File: src/rtl/timer_pkg.sv
package timer_pkg;
  localparam logic [1:0] OFS_RELOAD = 2'd0;
  localparam logic [1:0] OFS_COUNT  = 2'd1;
  localparam logic [1:0] OFS_CTRL   = 2'd2;
  localparam logic [1:0] OFS_CAPT   = 2'd3;

  localparam int CTRL_STORE_W = 8;  // bits [7:0] kept as written
  localparam int CTRL_IE_BIT  = 5;
  localparam int CTRL_UF_BIT  = 8;
  localparam int SEL_W        = 3;
endpackage

File: src/rtl/timer_prescale.sv
module timer_prescale import timer_pkg::*; #(
  parameter int NUM_DIV = 5,
  localparam int PRE_W  = 2 * NUM_DIV
) (
  input  logic             clk_i,
  input  logic             rst_ni,
  input  logic             run_i,
  input  logic             tick_i,
  input  logic             clr_i,
  input  logic [SEL_W-1:0] sel_i,
  output logic             step_o
);
  logic [PRE_W-1:0] cnt_q, lim;
  logic             legal, adv;

  // ratio for code i is 4^(i+1)
  always_comb begin
    lim   = '0;
    legal = 1'b0;
    for (int i = 0; i < NUM_DIV; i++) begin
      if (sel_i == SEL_W'(i)) begin
        lim   = PRE_W'((1 << (2 * i + 2)) - 1);
        legal = 1'b1;
      end
    end
  end

  assign adv    = run_i & tick_i & legal & ~clr_i;
  assign step_o = adv & (cnt_q == lim);

  always_ff @(posedge clk_i or negedge rst_ni) begin
    if (!rst_ni)     cnt_q <= '0;
    else if (clr_i)  cnt_q <= '0;
    else if (adv)    cnt_q <= step_o ? '0 : cnt_q + 1'b1;
  end
endmodule

File: src/rtl/timer_down.sv
module timer_down #(
  parameter int DATA_W = 32
) (
  input  logic              clk_i,
  input  logic              rst_ni,
  input  logic              load_i,
  input  logic [DATA_W-1:0] load_val_i,
  input  logic              step_i,
  input  logic [DATA_W-1:0] reload_i,
  output logic [DATA_W-1:0] cnt_o,
  output logic              uf_o
);
  logic [DATA_W-1:0] cnt_q;

  assign uf_o  = step_i & ~load_i & (cnt_q == '0);
  assign cnt_o = cnt_q;

  // a direct load wins over a step in the same cycle
  always_ff @(posedge clk_i or negedge rst_ni) begin
    if (!rst_ni)      cnt_q <= '1;
    else if (load_i)  cnt_q <= load_val_i;
    else if (step_i)  cnt_q <= (cnt_q == '0) ? reload_i : cnt_q - 1'b1;
  end
endmodule

File: src/rtl/reload_timer_ch.sv
module reload_timer_ch import timer_pkg::*; #(
  parameter int DATA_W      = 32,
  parameter int NUM_DIV     = 5,
  parameter bit HAS_CAPTURE = 1'b1
) (
  input  logic              clk_i,
  input  logic              rst_ni,
  input  logic              tick_i,
  input  logic              start_i,
  input  logic              wr_i,
  input  logic [3:0]        addr_i,
  input  logic [DATA_W-1:0] wdata_i,
  output logic [DATA_W-1:0] rdata_o,
  output logic              irq_o
);
  logic [1:0]              word;
  logic                    wr_reload, wr_count, wr_ctrl, wr_capt;
  logic [DATA_W-1:0]       reload_q, count, capt_rd;
  logic [CTRL_STORE_W-1:0] ctrl_q;
  logic                    uf_q, uf_set, step;

  assign word      = addr_i[3:2];
  assign wr_reload = wr_i & (word == OFS_RELOAD);
  assign wr_count  = wr_i & (word == OFS_COUNT);
  assign wr_ctrl   = wr_i & (word == OFS_CTRL);
  assign wr_capt   = wr_i & (word == OFS_CAPT);

  always_ff @(posedge clk_i or negedge rst_ni) begin
    if (!rst_ni) begin
      reload_q <= '1;
      ctrl_q   <= '0;
    end else begin
      if (wr_reload) reload_q <= wdata_i;
      if (wr_ctrl)   ctrl_q   <= wdata_i[CTRL_STORE_W-1:0];
    end
  end

  // sticky flag: hardware sets, software may only clear
  always_ff @(posedge clk_i or negedge rst_ni) begin
    if (!rst_ni)                              uf_q <= 1'b0;
    else if (uf_set)                          uf_q <= 1'b1;
    else if (wr_ctrl && !wdata_i[CTRL_UF_BIT]) uf_q <= 1'b0;
  end

  timer_prescale #(.NUM_DIV(NUM_DIV)) u_pre (
    .clk_i  (clk_i),
    .rst_ni (rst_ni),
    .run_i  (start_i),
    .tick_i (tick_i),
    .clr_i  (wr_ctrl),
    .sel_i  (ctrl_q[SEL_W-1:0]),
    .step_o (step)
  );

  timer_down #(.DATA_W(DATA_W)) u_cnt (
    .clk_i      (clk_i),
    .rst_ni     (rst_ni),
    .load_i     (wr_count),
    .load_val_i (wdata_i),
    .step_i     (step),
    .reload_i   (reload_q),
    .cnt_o      (count),
    .uf_o       (uf_set)
  );

  generate
    if (HAS_CAPTURE) begin : g_capt
      logic [DATA_W-1:0] capt_q;
      always_ff @(posedge clk_i or negedge rst_ni) begin
        if (!rst_ni)      capt_q <= '0;
        else if (wr_capt) capt_q <= wdata_i;
      end
      assign capt_rd = capt_q;
    end else begin : g_no_capt
      assign capt_rd = '0;
    end
  endgenerate

  always_comb begin
    unique case (word)
      OFS_RELOAD: rdata_o = reload_q;
      OFS_COUNT:  rdata_o = count;
      OFS_CTRL:   rdata_o = DATA_W'({uf_q, ctrl_q});
      default:    rdata_o = capt_rd;
    endcase
  end

  assign irq_o = uf_q & ctrl_q[CTRL_IE_BIT];
endmodule

File: config.mk
export PLATFORM = sky130hd
export DESIGN_NAME = reload_timer_ch
export DESIGN_NICKNAME = d
export VERILOG_FILES = /design/src/rtl/timer_pkg.sv /design/src/rtl/timer_prescale.sv /design/src/rtl/timer_down.sv /design/src/rtl/reload_timer_ch.sv
export SDC_FILE = /design/constraint.sdc
export NUM_CORES = 1
export LEC_CHECK = 0
export ABC_AREA = 1
export ABC_CLOCK_PERIOD_IN_PS = 2300
export BUFFER_PORTS_ARGS = -buffer_cell sky130_fd_sc_hd__clkbuf_2
export CORE_UTILIZATION = 40
export CTS_CLUSTER_SIZE = 30
export DETAILED_ROUTE_END_ITERATION = 16
export SLEW_MARGIN = 20
export SYNTH_ARGS = -nofsm -noshare
export SYNTH_HDL_FRONTEND = slang
export SYNTH_HIERARCHICAL = 1
export SYNTH_SLANG_ARGS = --single-unit
File: constraint.sdc
create_clock -name clk_i -period 2.3 [get_ports clk_i]
set_input_delay 0.115 -clock clk_i [delete_from_list [all_inputs] [get_ports clk_i]]
set_output_delay 0.115 -clock clk_i [all_outputs]
set_load 0.01 [all_outputs]
# ---- Yosys cells after proc, flatten, opt, wreduce, memory -nomap -nowiden
# Cells that the tools add are included.
dict set report totals {
  ff_bits 115
  input_bits 41
  out_inout_bits 33
  wordCells 56
}
dict set report op_classes {
  n_addsub 2
  eq_ne 8
  mux 19
  bitwise 13
  n_reduce_logical 8
}
# operator count
set ops {}
lappend ops {{2-to-1 mux 32 bit} 3}
lappend ops {{case mux 32 bit (3 select lines)} 1}
lappend ops {{2-to-1 mux 10 bit} 7}
lappend ops {{zero test 32 bit} 1}
lappend ops {{subtractor 32 x 1 -> 32 bit (second input constant)} 1}
lappend ops {{AND 1 bit} 11}
lappend ops {{adder 10 x 1 -> 10 bit (second input constant)} 1}
lappend ops {{== test 10 bit} 1}
lappend ops {{2-to-1 mux 1 bit} 7}
lappend ops {{== test 3 x 2 -> 1 bit (second input constant)} 2}
lappend ops {{nonzero test 2 bit} 3}
lappend ops {{== test 2 bit (second input constant)} 2}
lappend ops {{== test 3 x 1 -> 1 bit (second input constant)} 1}
lappend ops {{== test 3 bit (second input constant)} 1}
lappend ops {{zero test 3 bit} 1}
lappend ops {{== test 2 x 1 -> 1 bit (second input constant)} 1}
lappend ops {{zero test 2 bit} 1}
lappend ops {{2-to-1 mux 2 bit} 1}
lappend ops {{inverter 1 bit} 2}
lappend ops {{logical AND 1 bit} 1}
lappend ops {{zero test 1 bit} 1}

# ---- Depth between registers and ports, before layout
dict set report depth {
  depth_word 12
  depth_mapped 16
}

# ---- Modules after synthesis
# Netlist, hierarchy kept.
# module n_inst cells_per_inst area_each_um2 seq_area_each_um2
set modules_own_cells {}
lappend modules_own_cells {reload_timer_ch 1 429 3632.2 1866.8}
lappend modules_own_cells {timer_down 1 490 3071.7 840.8}
lappend modules_own_cells {timer_prescale 1 110 743.2 250.2}

# ---- Worst setup path before layout
# OpenSTA, ideal clock, no wires.
dict set report synth_path {
  path_kind {reg2reg}
  from {register ctrl_q[1]}
  to {register u_cnt.cnt_q[5], in the netlist u_cnt/cnt_o[5]}
  arrival_time_ns 1.896
  required_ns 2.238
  slack_ns 0.343
  stages_incl_launch_ff 15
  n_path_buf 1
  period_less_slack_ns 1.957
  cell_sequence {dfrtp_1 nor2_2 nand2_2 nand3_1 nand2_1 nor2_2 nand2_2 nor2_1 inv_1 nor2_2 inv_2 buf_2 a21oi_1 nand2_1 nand2_1}
}
dict set report synth_between {
  elab_chain_len 10
  elab_cells_between_ends 20
  cone_classes {5 x eq/ne; 10 x mux; 3 x bitwise; 2 x reduce/logical}
}
# item line
set synth_rtl {}
lappend synth_rtl {{start, declared} reload_timer_ch.sv:19} ;# logic [CTRL_STORE_W-1:0] ctrl_q;
lappend synth_rtl {{start signal, assigned} reload_timer_ch.sv:34} ;# if (wr_ctrl) ctrl_q <= wdata_i[CTRL_STORE_W-1:0];
lappend synth_rtl {{branches (longest 8 deep; another with 2-to-1 mux 10 bit)} --}
lappend synth_rtl {{AND 1 bit *} timer_prescale.sv:29} ;# assign step_o = adv & (cnt_q == lim);
lappend synth_rtl {{net step} reload_timer_ch.sv:20} ;# logic uf_q, uf_set, step;
lappend synth_rtl {{nonzero test 2 bit (no line) *} --}
lappend synth_rtl {{end signal, assigned} timer_down.sv:21} ;# else if (load_i) cnt_q <= load_val_i;
lappend synth_rtl {{end signal, assigned} timer_down.sv:22} ;# else if (step_i) cnt_q <= (cnt_q == '0) ? reload_i : cnt_q - 1'b1;
lappend synth_rtl {{end, declared} timer_down.sv:13} ;# logic [DATA_W-1:0] cnt_q;
# Mark *: on every way through the listed nets, which the timed path passes.
# A chain may end at the register's enable or synchronous reset.

# ---- Worst setup path in the final report
dict set report layout_path {
  from {register ctrl_q[0]}
  to {register u_cnt.cnt_q[24], in the netlist u_cnt/cnt_o[24]}
}
# The elaborated chain is that of the path after synthesis.

==> metrics.csv <==
stage,metric,value,unit
synth,"flops & latches, synth",115,
setup_path,CP max stage cell,dfrtp_1,
place,Post-Place Worst Slack,0.171,ns
sta,fin. max-slew vios,0,
synth,top post-synthesis cells by area,"dfstp_2, dfrtp_1, nand2_1, nand3_1, inv_1",
sta,worst setup margin,0.262,ns
finish,fraction of final layout cells sized beyond drive strength 1,24.8,%
setup_path,CP Capture Type,flop,
detailed_routing,routed wire length,19900,microns
sta,unrepaired setup endpoints after global routing,false,
setup_path,CP startpoint kind,flop,
setup_path,Worst EP arrival,2.39,ns
die,DIE WIDTH,138,microns
synth,post-synth top area cell,dfstp_2,
setup_path,CP peak stage delay,0.48,ns
setup_path,CP Class,flop to flop,
power_and_ir_drop,Net Switching,2.42,mW
setup_path,cell breakdown of the critical path,o21ai_4 -> nand2_1 -> nand2_1 -> nand2_1 -> nor2_2 -> nand2_2 -> nor2_2 -> inv_1 -> nor2_2 -> inv_4 -> a21oi_1 -> nand2_1 -> nand2_1,
synth,Cells after Synth,1029,
die,die area,0.0192,sq mm
die,IO Pins,74,
power_and_ir_drop,Pwr Density,821,mW/mm^2
synth,Yosys cell types,37,
grt,initial antenna violation count,0,
synth,Post-synth EDFFs,0,
synth,Synth top area share,22.6,%
clocking,Max H-tree Level,4,
grt,grt total ovfl,0,
power_and_ir_drop,combinational share of power,24.0,%
power_and_ir_drop,Power Total,7.32,mW
setup_path,CP top delay family,simple AND/OR/NAND/NOR gates,
grt,M2 GR Usage,34.0,%
detailed_routing,vias per cell,4.98,
synth,Syn Nets,1073,
power_and_ir_drop,Sw Share,33.0,%
setup_path,cell mode on critical path,nand2_1,
detailed_routing,initial detailed-routing violation count,351,
clocking,clock network latency to the later pin of the worst-skew pair,0.41,ns
place,Port Buffers,71,
grt,largest net degree at the start of global routing,65,
grt,first-pass GRT wire length,33200,microns
clocking,total CTS buffers,17,
grt,vias in the first global route,6426,
flow_run,max_cap viols,0,
clocking,clk buf depth,2,
synth,Synth warnings,6,
setup_path,CP required,2.65,ns
sta,Slew HR,43.0,%
clocking,CTS tree,built,
die,Initial Utilization,41.2,%
finish,area grow syn2layout,19.8,%
grt,met1 Usage GRT,30.5,%
die,row count,49,
clocking,CTS root buf,clkbuf_16,
status,outcome,"complete, but fails checks",
sta,Setup Skew,0.00801,ns
synth,fraction of registers with async set/reset,100,%
clocking,post-CTS setup buffers,0,
sta,period utilization,88.6,%
die,core area,0.0181,sq mm
clocking,"CTS clk-pin slew, worst paths",0.06,ns
synth,post-synthesis sequential area ratio,39.7,%
status,failing checks,design-rule violations,
detailed_routing,drt wl/cell,14.5,microns
grt,GRT Overall Usage,21.6,%
sta,Worst-Margin Slew,0.855,ns
finish,Diodes inserted,0,
place,GPL Wtd Cong,0.918,
grt,met3 Use GR,4.36,%
synth,post-synthesis average cell area,7.24,sq um
finish,Final Util,49.3,%
detailed_routing,DRT Pass-1 Iters,11,
sta,Max Fclk,491,MHz
grt,GRT busiest layer,met2,
power_and_ir_drop,Worst VDD drop,0.503,mV
setup_path,crit-path max FO,26,
detailed_routing,Residual DRC,6,
die,die height,138,microns
worst_hold_path,Min-Delay Path Class,input pin to flop,
sta,post-layout min period,2.04,ns
setup_path,crit path buf inv count,2,
sta,hold_ws,0.0850,ns
power_and_ir_drop,internal power,4.90,mW
finish,Final nets,1177,
place,HPWL after detailed placement,14200,microns
sta,setup violators final,0,
synth,synthesized area,0.00745,sq mm
sta,Setup TNS,0,ns
power_and_ir_drop,clock share of power,36.1,%
clocking,CTS Sinks,115,
power_and_ir_drop,P_leak,4.46,nW
sta,final hold viol count,0,
detailed_routing,DRT antenna net count,0,
synth,ys flop type,dfstp_2,
detailed_routing,vias,6842,
power_and_ir_drop,Reg power frac,39.8,%
==> through the flow <==
step	area [sq um]	cells
finish	8920	1375
global route	8920	1375
CTS	8910	1375
detailed placement	7990	1310
global placement	7990	1310
floorplan	7450	1029
==> path summary, 6_finish.rpt <==
check	from	to	slack [ns]	cells after the start
worst max-delay path	ctrl_q[0]	u_cnt/cnt_o[24]	0.26	13
worst min-delay path	tick_i	u_pre/cnt_q[3]	0.09	5
worst max register to register	ctrl_q[0]	u_cnt/cnt_o[24]	0.26	13
worst min register to register	capt_rd[17]	capt_rd[17]	0.48	2
max in group asynchronous	rst_ni	reload_q[15]	1.28	3
min in group asynchronous	rst_ni	u_pre/cnt_q[4]	0.28	2
==> sequential cells by signal, indices dropped and copies added, names as in the netlist <==
signal / cells
capt_rd: 32
u_pre/cnt_q: 10
u_cnt/cnt_o: 32
reload_q: 32
uf_q: 1
ctrl_q: 8
==> Yosys cell counts, drive strengths merged, types with 4 or more instances <==
library cell / instances
buf: 32
nand4: 18
dfstp: 64
a21oi: 26
nor2: 90
nand2: 355
nand3: 122
or2: 4
o21ai: 92
dfrtp: 51
clkbuf: 7
a22oi: 30
inv: 124
==> tightest hold or removal path, delay by kind of cell <==
family                 cells  cell delay (ns)
AOI/OAI and AO/OA          1             0.06
and+or+nand+nor            2             0.12
buffers and inverters      2             0.17
==> what timing repair did <==
item,4_1_cts,5_1_grt
endpoints found under the hold margin,114,0
endpoints found under the setup margin,0,26
resized for setup,0,4
hold buffers,33,0
==> power by group through the flow <==
stage / sequential, mW / combinational, mW / clock [mW]
floorplan: 2.83 / 1.28 / 0
CTS: 2.91 / 1.77 / 2.71
global route: 2.98 / 1.99 / 2.80
finish: 2.91 / 1.76 / 2.65
detailed placement: 2.94 / 1.72 / 0
global placement: 2.93 / 1.70 / 0
==> cells in the final DEF (no fill, tap or decap), types with 3 or more instances in the layout <==
master	instances
nand2_4	6
dfrtp_1	51
clkinv_2	4
xor2_1	3
nand2_1	336
clkbuf_16	17
dfstp_2	64
ha_1	3
nor2_4	11
clkinvlp_4	3
clkbuf_8	4
inv_2	7
a22oi_1	30
nand2_2	13
o21ai_1	40
dlygate4sd3_1	33
nor2_1	56
nand3_1	119
o21ai_2	32
a21oi_1	26
inv_1	116
buf_4	20
clkbuf_2	70
o21ai_0	19
nand4_1	18
nor2_2	21
==> cell families (layout without fill, tap and decap cells) <==
group	Yosys count	count (layout)	synth area share [%]
flops	115	115	39.7
xor+xnor	4	4	0.471
buf+inv	164	281	9.91
simple gates	593	593	36.4
compound gates	150	150	13.0
fa+ha+maj	3	3	0.504
==> per-layer routing <==
layer | vias up | wire (microns)
li1 | 3532 | -
met1 | 3183 | 9790
met2 | 119 | 9200
met3 | 8 | 798
met4 | 0 | 104
met5 | - | 0
==> area by class of cell <==
type                    count  area [sq um]
inverters                 125           472
flip-flops and latches    115          2960
well taps                 229           287
clock buffers              23           488
multi-input cells         750          3760
fillers                  1841          9170
repair buffers            124           851
clock inverters             9           103
Power figures use the tool's default switching activity.
